--- config.mk ---
export PLATFORM = sky130hd
export DESIGN_NAME = sreg_slave
export DESIGN_NICKNAME = d
export VERILOG_FILES = /design/src/rtl/sreg_pkg.sv /design/src/rtl/sreg_framer.sv /design/src/rtl/sreg_req_dec.sv /design/src/rtl/sreg_bank.sv /design/src/rtl/sreg_slave.sv
export SDC_FILE = /design/constraint.sdc
export NUM_CORES = 1
export LEC_CHECK = 0
export CORE_MARGIN = 5
export CORE_UTILIZATION = 25
export CTS_CLUSTER_DIAMETER = 150
export DETAILED_ROUTE_END_ITERATION = 12
export DONT_BUFFER_PORTS = 1
export PLACE_DENSITY_LB_ADDON = 0.2
export SKIP_CTS_REPAIR_TIMING = 1
export SLEW_MARGIN = 20
export SYNTH_ARGS = -nofsm -noshare
export SYNTH_HDL_FRONTEND = slang
export SYNTH_SLANG_ARGS = --single-unit
--- constraint.sdc ---
create_clock -name clk -period 5.3 [get_ports clk]
set_input_delay 0 -clock clk [delete_from_list [all_inputs] [get_ports clk]]
set_output_delay 0 -clock clk [all_outputs]
set_load 0.1 [all_outputs]
--- src/rtl/sreg_pkg.sv ---
// Shared constants for the serial control register slave.
// Assumes: 4-bit opcodes, 16-bit packets, 6-bit device identifiers.
package sreg_pkg;
    localparam int PKT_BITS   = 16;
    localparam int PKT_PER_RW = 4;
    localparam int DEV_W      = 6;
    localparam int ADDR_W     = 12;

    localparam logic [3:0] OP_READ  = 4'b0000;
    localparam logic [3:0] OP_WRITE = 4'b0001;
    localparam logic [3:0] OP_SETR  = 4'b0010;
    localparam logic [3:0] OP_SETF  = 4'b0100;
    localparam logic [3:0] OP_CLRR  = 4'b1011;
endpackage

--- src/rtl/sreg_framer.sv ---
// Frame detector and bit sequencer.
// Starts a transaction when cmd_i falls after FRAME_HIGH or more high samples.
// It then counts bit positions and presents each packet word with the current bit.
// Assumes: long_i is valid in the cycle of the last request bit.
module sreg_framer #(
    parameter int PKT        = 16,
    parameter int NPKT       = 4,
    parameter int FRAME_HIGH = 4,
    localparam int TXN = PKT * NPKT,
    localparam int PW  = $clog2(TXN),
    localparam int HW  = $clog2(FRAME_HIGH + 1)
) (
    input  logic           clk,
    input  logic           rst_n,
    input  logic           cmd_i,
    input  logic           sin_i,
    input  logic           long_i,
    output logic           start_o,
    output logic           vld_o,
    output logic [PW-1:0]  pos_o,
    output logic [PKT-1:0] word_o
);
    logic [HW-1:0]  hi_cnt;
    logic           active;
    logic [PW-1:0]  pos;
    logic [PKT-2:0] sh;
    logic           last;

    // Combinational view of the current bit and its position.
    always_comb begin
        start_o = !active && !cmd_i && (hi_cnt == HW'(FRAME_HIGH));
        vld_o   = active || start_o;
        pos_o   = active ? pos : '0;
        word_o  = {sh, sin_i};
        last    = (pos_o == PW'(PKT - 1) && !long_i) || (pos_o == PW'(TXN - 1));
    end

    // Saturating count of consecutive high framing samples.
    always_ff @(posedge clk) begin
        if (!rst_n)
            hi_cnt <= '0;
        else if (!cmd_i)
            hi_cnt <= '0;
        else if (hi_cnt != HW'(FRAME_HIGH))
            hi_cnt <= hi_cnt + 1'b1;
    end

    // Bit position, activity flag and packet shift register.
    always_ff @(posedge clk) begin
        if (!rst_n) begin
            active <= 1'b0;
            pos    <= '0;
            sh     <= '0;
        end else if (vld_o) begin
            sh <= word_o[PKT-2:0];
            if (last) begin
                active <= 1'b0;
                pos    <= '0;
            end else begin
                active <= 1'b1;
                pos    <= pos_o + 1'b1;
            end
        end
    end
endmodule

--- src/rtl/sreg_req_dec.sv ---
// Request packet decoder: extracts the opcode and decides device selection.
// Assumes: hdr_i is the low 11 bits of a complete request word (reserved bits dropped).
module sreg_req_dec
    import sreg_pkg::*;
(
    input  logic [10:0]      hdr_i,
    input  logic [DEV_W-1:0] dev_id_i,
    output logic [3:0]       op_o,
    output logic             sel_o,
    output logic             rw_o
);
    logic [DEV_W-1:0] dev;

    // Field extraction, selection and transaction length.
    always_comb begin
        op_o  = hdr_i[9:6];
        dev   = {hdr_i[10], hdr_i[4:0]};
        sel_o = (dev == dev_id_i) || hdr_i[5];
        rw_o  = (op_o == OP_READ) || (op_o == OP_WRITE);
    end
endmodule

--- src/rtl/sreg_bank.sv ---
// Bank of NREGS 16-bit control registers.
// Register g resets or reloads to g*RST_STEP.
// Assumes: an out-of-range address reads zero and writes nowhere.
module sreg_bank #(
    parameter int          NREGS    = 8,
    parameter int          DW       = 16,
    parameter int          AW       = 12,
    parameter int unsigned RST_STEP = 32'h1111,
    localparam int IW = (NREGS > 1) ? $clog2(NREGS) : 1
) (
    input  logic          clk,
    input  logic          rst_n,
    input  logic          reload_i,
    input  logic          wr_en_i,
    input  logic [AW-1:0] waddr_i,
    input  logic [DW-1:0] wdata_i,
    input  logic [AW-1:0] raddr_i,
    output logic [DW-1:0] rdata_o
);
    logic [NREGS*DW-1:0] flat;

    for (genvar g = 0; g < NREGS; g++) begin : g_reg
        localparam logic [DW-1:0] RV = DW'(g * RST_STEP);
        logic [DW-1:0] q;

        // One register: reset or reload value, else an addressed write.
        always_ff @(posedge clk) begin
            if (!rst_n || reload_i)
                q <= RV;
            else if (wr_en_i && waddr_i == AW'(g))
                q <= wdata_i;
        end

        assign flat[g*DW +: DW] = q;
    end

    // Read mux with a zero result for unmapped addresses.
    always_comb begin
        if (raddr_i < AW'(NREGS))
            rdata_o = flat[raddr_i[IW-1:0]*DW +: DW];
        else
            rdata_o = '0;
    end
endmodule

--- src/rtl/sreg_slave.sv ---
// Serial control register slave (top).
// Frames and decodes serial transactions, runs the reset-hold sequence,
// serves register reads and writes and repeats serial data down the chain.
// Assumes: cmd_i stays low during a transaction.
module sreg_slave
    import sreg_pkg::*;
#(
    parameter int          NREGS    = 8,
    parameter int unsigned RST_STEP = 32'h1111
) (
    input  logic             clk,
    input  logic             rst_n,
    input  logic             cmd_i,
    input  logic             sin_i,
    input  logic [DEV_W-1:0] dev_id_i,
    output logic             sout_o,
    output logic             fast_o,
    output logic             rst_hold_o
);
    localparam int TXN = PKT_BITS * PKT_PER_RW;
    localparam int PW  = $clog2(TXN);

    logic                frame_start, vld, sel, rw;
    logic [PW-1:0]       pos;
    logic [PKT_BITS-1:0] word, rdata, rd_sh;
    logic [3:0]          op;
    logic                req_done, adr_done, dat_done, rd_phase;
    logic                txn_sel, txn_rd, reload, wr_en;
    logic [ADDR_W-1:0]   addr_q;

    sreg_framer #(.PKT(PKT_BITS), .NPKT(PKT_PER_RW), .FRAME_HIGH(4)) u_framer (
        .clk(clk), .rst_n(rst_n), .cmd_i(cmd_i), .sin_i(sin_i), .long_i(rw),
        .start_o(frame_start), .vld_o(vld), .pos_o(pos), .word_o(word)
    );

    sreg_req_dec u_dec (
        .hdr_i(word[10:0]), .dev_id_i(dev_id_i), .op_o(op), .sel_o(sel), .rw_o(rw)
    );

    sreg_bank #(.NREGS(NREGS), .DW(PKT_BITS), .AW(ADDR_W), .RST_STEP(RST_STEP)) u_bank (
        .clk(clk), .rst_n(rst_n), .reload_i(reload), .wr_en_i(wr_en),
        .waddr_i(addr_q), .wdata_i(word), .raddr_i(word[ADDR_W-1:0]), .rdata_o(rdata)
    );

    // Packet boundary strobes and bank controls.
    always_comb begin
        req_done = vld && (pos == PW'(PKT_BITS - 1));
        adr_done = vld && (pos == PW'(2 * PKT_BITS - 1));
        dat_done = vld && (pos == PW'(TXN - 1));
        rd_phase = vld && (pos >= PW'(3 * PKT_BITS)) && txn_sel && txn_rd;
        reload   = req_done && sel && (op == OP_SETR);
        wr_en    = dat_done && txn_sel && !txn_rd && !rst_hold_o;
    end

    // Mode flags and per-transaction selection, updated on the request's last bit.
    always_ff @(posedge clk) begin
        if (!rst_n) begin
            rst_hold_o <= 1'b0;
            fast_o     <= 1'b0;
            txn_sel    <= 1'b0;
            txn_rd     <= 1'b0;
        end else if (req_done) begin
            txn_sel <= sel;
            txn_rd  <= (op == OP_READ);
            if (sel) begin
                case (op)
                    OP_SETR: begin rst_hold_o <= 1'b1; fast_o <= 1'b0; end
                    OP_CLRR: rst_hold_o <= 1'b0;
                    OP_SETF: fast_o <= 1'b1;
                    default: ;
                endcase
            end
        end
    end

    // Address latch and read-data shifter.
    always_ff @(posedge clk) begin
        if (!rst_n) begin
            addr_q <= '0;
            rd_sh  <= '0;
        end else if (adr_done) begin
            addr_q <= word[ADDR_W-1:0];
            rd_sh  <= (txn_sel && txn_rd && !rst_hold_o) ? rdata : '0;
        end else if (rd_phase) begin
            rd_sh <= {rd_sh[PKT_BITS-2:0], 1'b0};
        end
    end

    // Serial output: read data during a selected read, else the repeated input.
    always_ff @(posedge clk) begin
        if (!rst_n)
            sout_o <= 1'b0;
        else
            sout_o <= rd_phase ? rd_sh[PKT_BITS-1] : sin_i;
    end
endmodule

## Word-level counts from Yosys, hierarchy flattened

Cells that the tools add are included.

| storage, ports and cells | value |
|---|---|
| register bits after elaboration | 186 |
| bits of input ports | 10 |
| output and inout port bits | 3 |
| word-level logic and storage cells | 94 |

| operators by class | value |
|---|---|
| add/sub/neg operators | 2 |
| order comparisons | 2 |
| eq/ne operators | 17 |
| shift operators | 1 |
| muxes and demuxes | 10 |
| reductions and logical operators | 43 |

Operators with widths:

| cell | count |
|---|---|
| indexed part select 128 x 8 -> 16 bit | 1 |
| two-way mux 16 bit | 4 |
| equality test 12 x 3 -> 1 bit, second input constant | 4 |
| equality test 12 x 2 -> 1 bit, second input constant | 2 |
| logical AND 1 bit | 24 |
| equality test 12 x 1 -> 1 bit, second input constant | 1 |
| logical NOT 12 bit | 1 |
| less-than comparator 12 x 4 -> 1 bit, second input constant | 1 |
| two-way mux 6 bit | 2 |
| adder 6 x 1 -> 6 bit, second input constant | 1 |
| equality test 6 x 4 -> 1 bit, second input constant | 1 |
| equality test 6 x 5 -> 1 bit, second input constant | 1 |
| equality test 6 bit | 1 |
| equality test 6 bit, second input constant | 1 |
| greater-or-equal comparator 6 bit, second input constant | 1 |
| logical NOT 1 bit | 6 |
| AND reduction 3 bit | 2 |
| nonzero test 2 bit | 3 |
| logical OR 1 bit | 5 |
| equality test 4 x 1 -> 1 bit, second input constant | 1 |
| equality test 4 x 2 -> 1 bit, second input constant | 1 |
| equality test 4 x 3 -> 1 bit, second input constant | 1 |
| equality test 4 bit, second input constant | 1 |
| logical NOT 4 bit | 1 |
| 6 further kinds | 8 |

## Depth between registers and ports, before layout

| logic depth | value |
|---|---|
| depth after elaboration | 9 |
| depth in mapped cells | 12 |
| gate-level depth less buffers | 8 |

## Hierarchy

From an unflattened synthesis, not the netlist that was laid out.

| unflattened totals | value |
|---|---|
| cell total of the unflattened synthesis | 914 |
| area, all modules | 9041.2 um2 |

By module, submodules not included:

| module | instances | cells each | area an instance (um2) | seq. area each (um2) |
|---|---|---|---|---|
| sreg_bank | 1 | 582 | 6055.8 | 2562.5 |
| sreg_slave | 1 | 181 | 1676.6 | 660.6 |
| sreg_framer | 1 | 138 | 1206.2 | 500.5 |
| sreg_req_dec | 1 | 13 | 102.6 | 0.0 |

## Least setup slack after synthesis

OpenSTA, ideal clock, no wires.

| timing | value |
|---|---|
| path kind | flip-flop to flip-flop |
| from | register u_framer.active |
| to | register u_bank.g_reg[3].q[9] |
| setup time | 0.126 ns |
| data arrival time | 2.602 ns |
| data required time | 5.174 ns |
| slack | 2.572 ns |
| stages on the path, launching flop included | 12 |
| path buffers | 4 |
| clock period less this slack | 2.728 ns |
| path through | dfxtp_1 -> clkbuf_1 -> and2_1 -> ha_1 -> nand3_1 -> or4_1 -> buf_4 -> or4_4 -> buf_6 -> buf_6 -> nand2_2 -> o211ai_2 |

| on the way | value |
|---|---|
| cells in the longest elaborated chain, start to end | 9 |
| elaborated cells between the ends (all ways) | 16 |
| classes of those cells | eq/ne: 2; mux: 1; reduce/logical: 13 |

Ends and longest elaborated chain:

| element | line | RTL |
|---|---|---|
| start: declaration | sreg_framer.sv:24 | `logic active;` |
| start signal: assignment | sreg_framer.sv:51 | `active <= 1'b0;` |
| start signal: assignment | sreg_framer.sv:57 | `active <= 1'b0;` |
| start signal: assignment | sreg_framer.sv:60 | `active <= 1'b1;` |
| branches (longest 9 deep; another with two-way mux 6 bit) | -- |  |
| end signal: assignment | sreg_bank.sv:31 | `q <= wdata_i;` |
| end: declaration | sreg_bank.sv:24 | `logic [DW-1:0] q;` |

Several ways; the timed one is not identified.
A chain may end at the register's enable or synchronous reset.

## Final worst setup path

| timing | value |
|---|---|
| from | register u_framer.active |
| to | register u_bank.g_reg[2].q[9] |

| on the way | value |
|---|---|
| cells in the longest elaborated chain, start to end | 9 |
| elaborated cells between the ends (all ways) | 16 |
| classes of those cells | eq/ne: 2; mux: 1; reduce/logical: 13 |

Ends and longest elaborated chain:

| element | line |
|---|---|
| branches (longest 9 deep; another with two-way mux 6 bit) | -- |
| end signal: assignment | sreg_bank.sv:31 |
| end: declaration | sreg_bank.sv:24 |

Several ways; the timed one is not identified.

==> summary by stage <==
Outcome
The flow ran to the end, and the final reports show no timing, DRC or antenna violations.

Synthesis
The cell area that synthesis handed to floorplanning was 8100 um2. The cell type with the largest total area after synthesis is dfxtp_1. The number of distinct library cell variants in the gate-level netlist after synthesis is about 50. The cell count after synthesis is 913. A synthesized cell averages 8.87 um2. The total of flip-flops plus latches after synthesis is between 150 and 200.

In the post-synthesis netlist, the biggest area contributors are dfxtp_1, nand2_1, mux4_2. The post-synthesis async set-or-reset flop share is 0. The total number of yosys warnings is 0. The number of flops mapped to enable cells by yosys is 0. The area share of and/or/nand/nor cells after synthesis is 0.216. The most used flip-flop cell after synthesis is dfxtp_1.

Of the total synthesized cell area, the portion taken by XOR and XNOR cells is 0.00973. The synthesized net count is ~930. The post-synthesis adder-cell area fraction is 0.00463.

The synthesized-area fraction occupied by ao, oa, aoi and oai cells is 0.112. The fraction of synthesized area in multiplexers is 0.149. After synthesis, the largest family of logic cells by area is simple AND/OR/NAND/NOR gates.

The share of the yosys chip area belonging to registers is 0.460. Of the post-synthesis cell area, the dominant cell type holds 0.460.

Timing
The final setup TNS is 0 ns. The period utilization is 0.620. The timing-limited maximum frequency is between 300 and 400 MHz. The final number of max-transition violations is 0.

The setup skew after layout is 0.0117 ns. For the pin with the worst max-slew slack, the measured transition is a little over 1 ns. The number of hold-slack violations in the final timing report is 0. The final critical delay including setup and external delays is 3.28 ns. Setup repair after global routing left no endpoint under its margin.

The final number of setup-violating endpoints is 0. The headroom to the max-slew limit is 0.308. The worst hold slack is 0.0208 ns.

Min path
The worst hold path depth is 3. The type of the most critical hold path is input port to register. The endpoint of the worst hold path is txn_sel. The startpoint of the most critical hold path is dev_id_i[3].

Final layout
In the final layout, the share of cells above drive strength 1 is 0.113. The number of filler cells placed in the layout is 3407. Relative to the synthesized area, the layout overhead comes to 12.4%.

The antenna diode count is 0. Once layout is complete, the utilization of the core stands at 0.282. The filler-free cell count of the finished design is 1325. The final net count is ~880.

The final cell area excluding filler cells is 9110 um2.

Detailed routing
The detailed-route wire length per cell is 18.1 um. The number of antenna-violating nets in the routed design is 0. The routed design has 24.0 mm of wire.

The residual DRC count is 0. The via count is 6206. The iteration-0 DRC count of the detailed router is 511. The mean number of vias per cell is 4.68.

The number of search-and-repair iterations in the first detailed-routing pass is 6.

Die
Measured along the x axis, the die boundary spans 190 um. The die area is ~36000 um2. The core outline area is 32300 um2. The initial utilization of the core area, before any placement, comes to 0.251.

The row count is 66. The overall die height is 190 um. 13 I/O pins were placed.

Clocking
For the worst-skew pair, the clock arrives at the later sink with an insertion delay of 0.43 ns. CTS saw 186 sinks. The number of buffers on the longest clock path is 2. The clock edge transition at the registers on the reported setup and hold paths is around 0.070 ns. The clock tree from TritonCTS is built. CTS placed an instance of clkbuf_16 at the clock tree root. The H-tree was split into 4 levels.

The TritonCTS buffer count is 17.

Global route
The number of antenna violations at the first check in global routing is 0. The aggregate global-route resource usage is 0.133. The first-pass GRT wire length is roughly 37 mm. The maximum number of pins on one net before global-route repair is 47.

The number of global-route vias before repair came to 6029. The remaining global-route overflow is 0.

Worst setup path
The flop-to-flop setup slack is just over 2 ns. For the worst setup path, the data required time is 5.55 ns. The launch point of the worst reg-to-reg path is u_framer.active.

STA classifies the critical path endpoint as a register. The largest fanout of any net on the critical path is 17. The number of cells on the worst reg-to-reg path is 8. Walking the worst path, the cells encountered are nand2_1 > inv_1 > ha_1 > nand3_1 > or4_1 > or4_1 > nand2_1 > o211ai_1.

The critical path is of the register to register type. The critical path arrival is 3.54 ns. The highest cell delay on the worst timing path is 0.90 ns.

The capture instance of the worst register-to-register path is u_bank.g_reg[2].q[9]. The cell with the largest stage delay on the worst path is or4_1. The kind of launch point of the worst setup path is a register.

Place
The post-DP HPWL is approximately 14 mm. In this run the tool buffered the top-level ports with 0 buffer cells. After detailed placement, the design holds a cell count of ~1300. At the end of routability-driven placement, the weighted congestion stood at 0.738. The instance area after placement is 8440 um2.

Power and ir drop
The standby leakage power is 3.27 nW. In this run the power density over the cells is about 310 nW/um2. Across the VDD grid, the largest voltage drop is 0.200 mV.

Job
Max-cap violations in this run came to 0.
==> registers in the layout, indices dropped and copies added, names as in the netlist, 3 cells and up <==
| register | cells |
|---|---|
| u_bank.g.q | 128 |
| rd_sh | 16 |
| u_framer.sh | 15 |
| addr_q | 12 |
| u_framer.pos | 6 |
| u_framer.hi_cnt | 3 |
==> metrics by stage <==
step	worst slack, ns	power, mW
finish	2.02	2.82
global route	1.72	2.92
CTS	1.98	2.85
detailed placement	2.01	1.49
global placement	2.05	1.49
floorplan	2.57	1.49
==> synthesized netlist by cell type, types with 2 or more instances <==
cell type,count
a21oi_1,93
a22o_1,3
a31oi_1,2
and2_1,4
and3_1,2
buf_1,4
buf_2,17
buf_4,2
buf_6,3
clkbuf_1,56
dfxtp_1,186
ha_1,3
inv_1,9
mux2i_1,49
mux4_2,32
nand2_1,281
nand3_1,37
nand4_1,2
nand4bb_1,2
nor2_1,34
nor3_1,3
nor4_1,4
nor4_4,4
nor4bb_1,2
o211a_1,15
o211ai_1,21
o21ai_0,6
or2_2,2
or4_1,5
or4b_2,2
xnor2_1,5
xor2_1,4
==> cell families after synthesis <==
family,Yosys count
AND/OR/NAND/NOR,395
flip-flops,186
AO/OA/AOI/OAI,147
buffers and inverters,92
multiplexers,81
XOR/XNOR,9
adder cells (fa/ha/maj),3
==> report_power, final <==
part | switching, mW | internal [mW]
Clock | 0.588 | 0.768
Combinational | 0.0371 | 0.0200
Sequential | 0.00970 | 1.40
Total | 0.634 | 2.19
==> worst max-delay path, delay by kind of cell (launching register included) <==
kind / cells / cell delay, ns
compound gates: 1 / 0.10
buf+inv: 1 / 0.09
fa+ha+maj: 1 / 0.21
flops: 1 / 0.54
simple gates: 5 / 2.15
==> area by class of cell <==
cell class              instances  area, um2  share of cell area
clock buffers                  18        439              0.0482
clock inverters                14        185              0.0203
inverters                      10       37.5             0.00412
multi-input cells             635       4010               0.440
flip-flops and latches        186       3720               0.409
well taps                     442        553              0.0607
repair buffers                 20        158              0.0173
==> worst max path at each step <==
stage / start / to / cells after the start
after global routing: u_framer.active / rd_sh[4] / 8
after detailed placement: u_framer.active / u_bank.g_reg[2].q[9] / 8
after global placement: u_framer.active / rd_sh[15] / 8
final: u_framer.active / u_bank.g_reg[2].q[9] / 8
after CTS: u_framer.active / u_bank.g_reg[2].q[9] / 8
after floorplan: u_framer.active / u_bank.g_reg[3].q[9] / 11
==> routing by layer <==
metal	global-route usage	wire [um]	vias up
met1	0.186	11800	3043
li1	-	-	3038
met3	0.0242	814	22
met2	0.214	11000	103
met5	0	0	-
met4	0.0337	427	0
==> cells in the final DEF, fill, tap and decap left out, drive strengths merged, types with 4 or more instances in the layout <==
master	n
nor2	35
nor4	8
inv	14
o211a	15
xnor2	5
mux2i	49
dfxtp	186
clkbuf	18
buf	17
and2	4
nand2	282
clkinv	5
or4	6
o21ai	6
xor2	4
o211ai	22
nand3	37
mux4	32
a21oi	93
(Power assumes the default switching activity.)
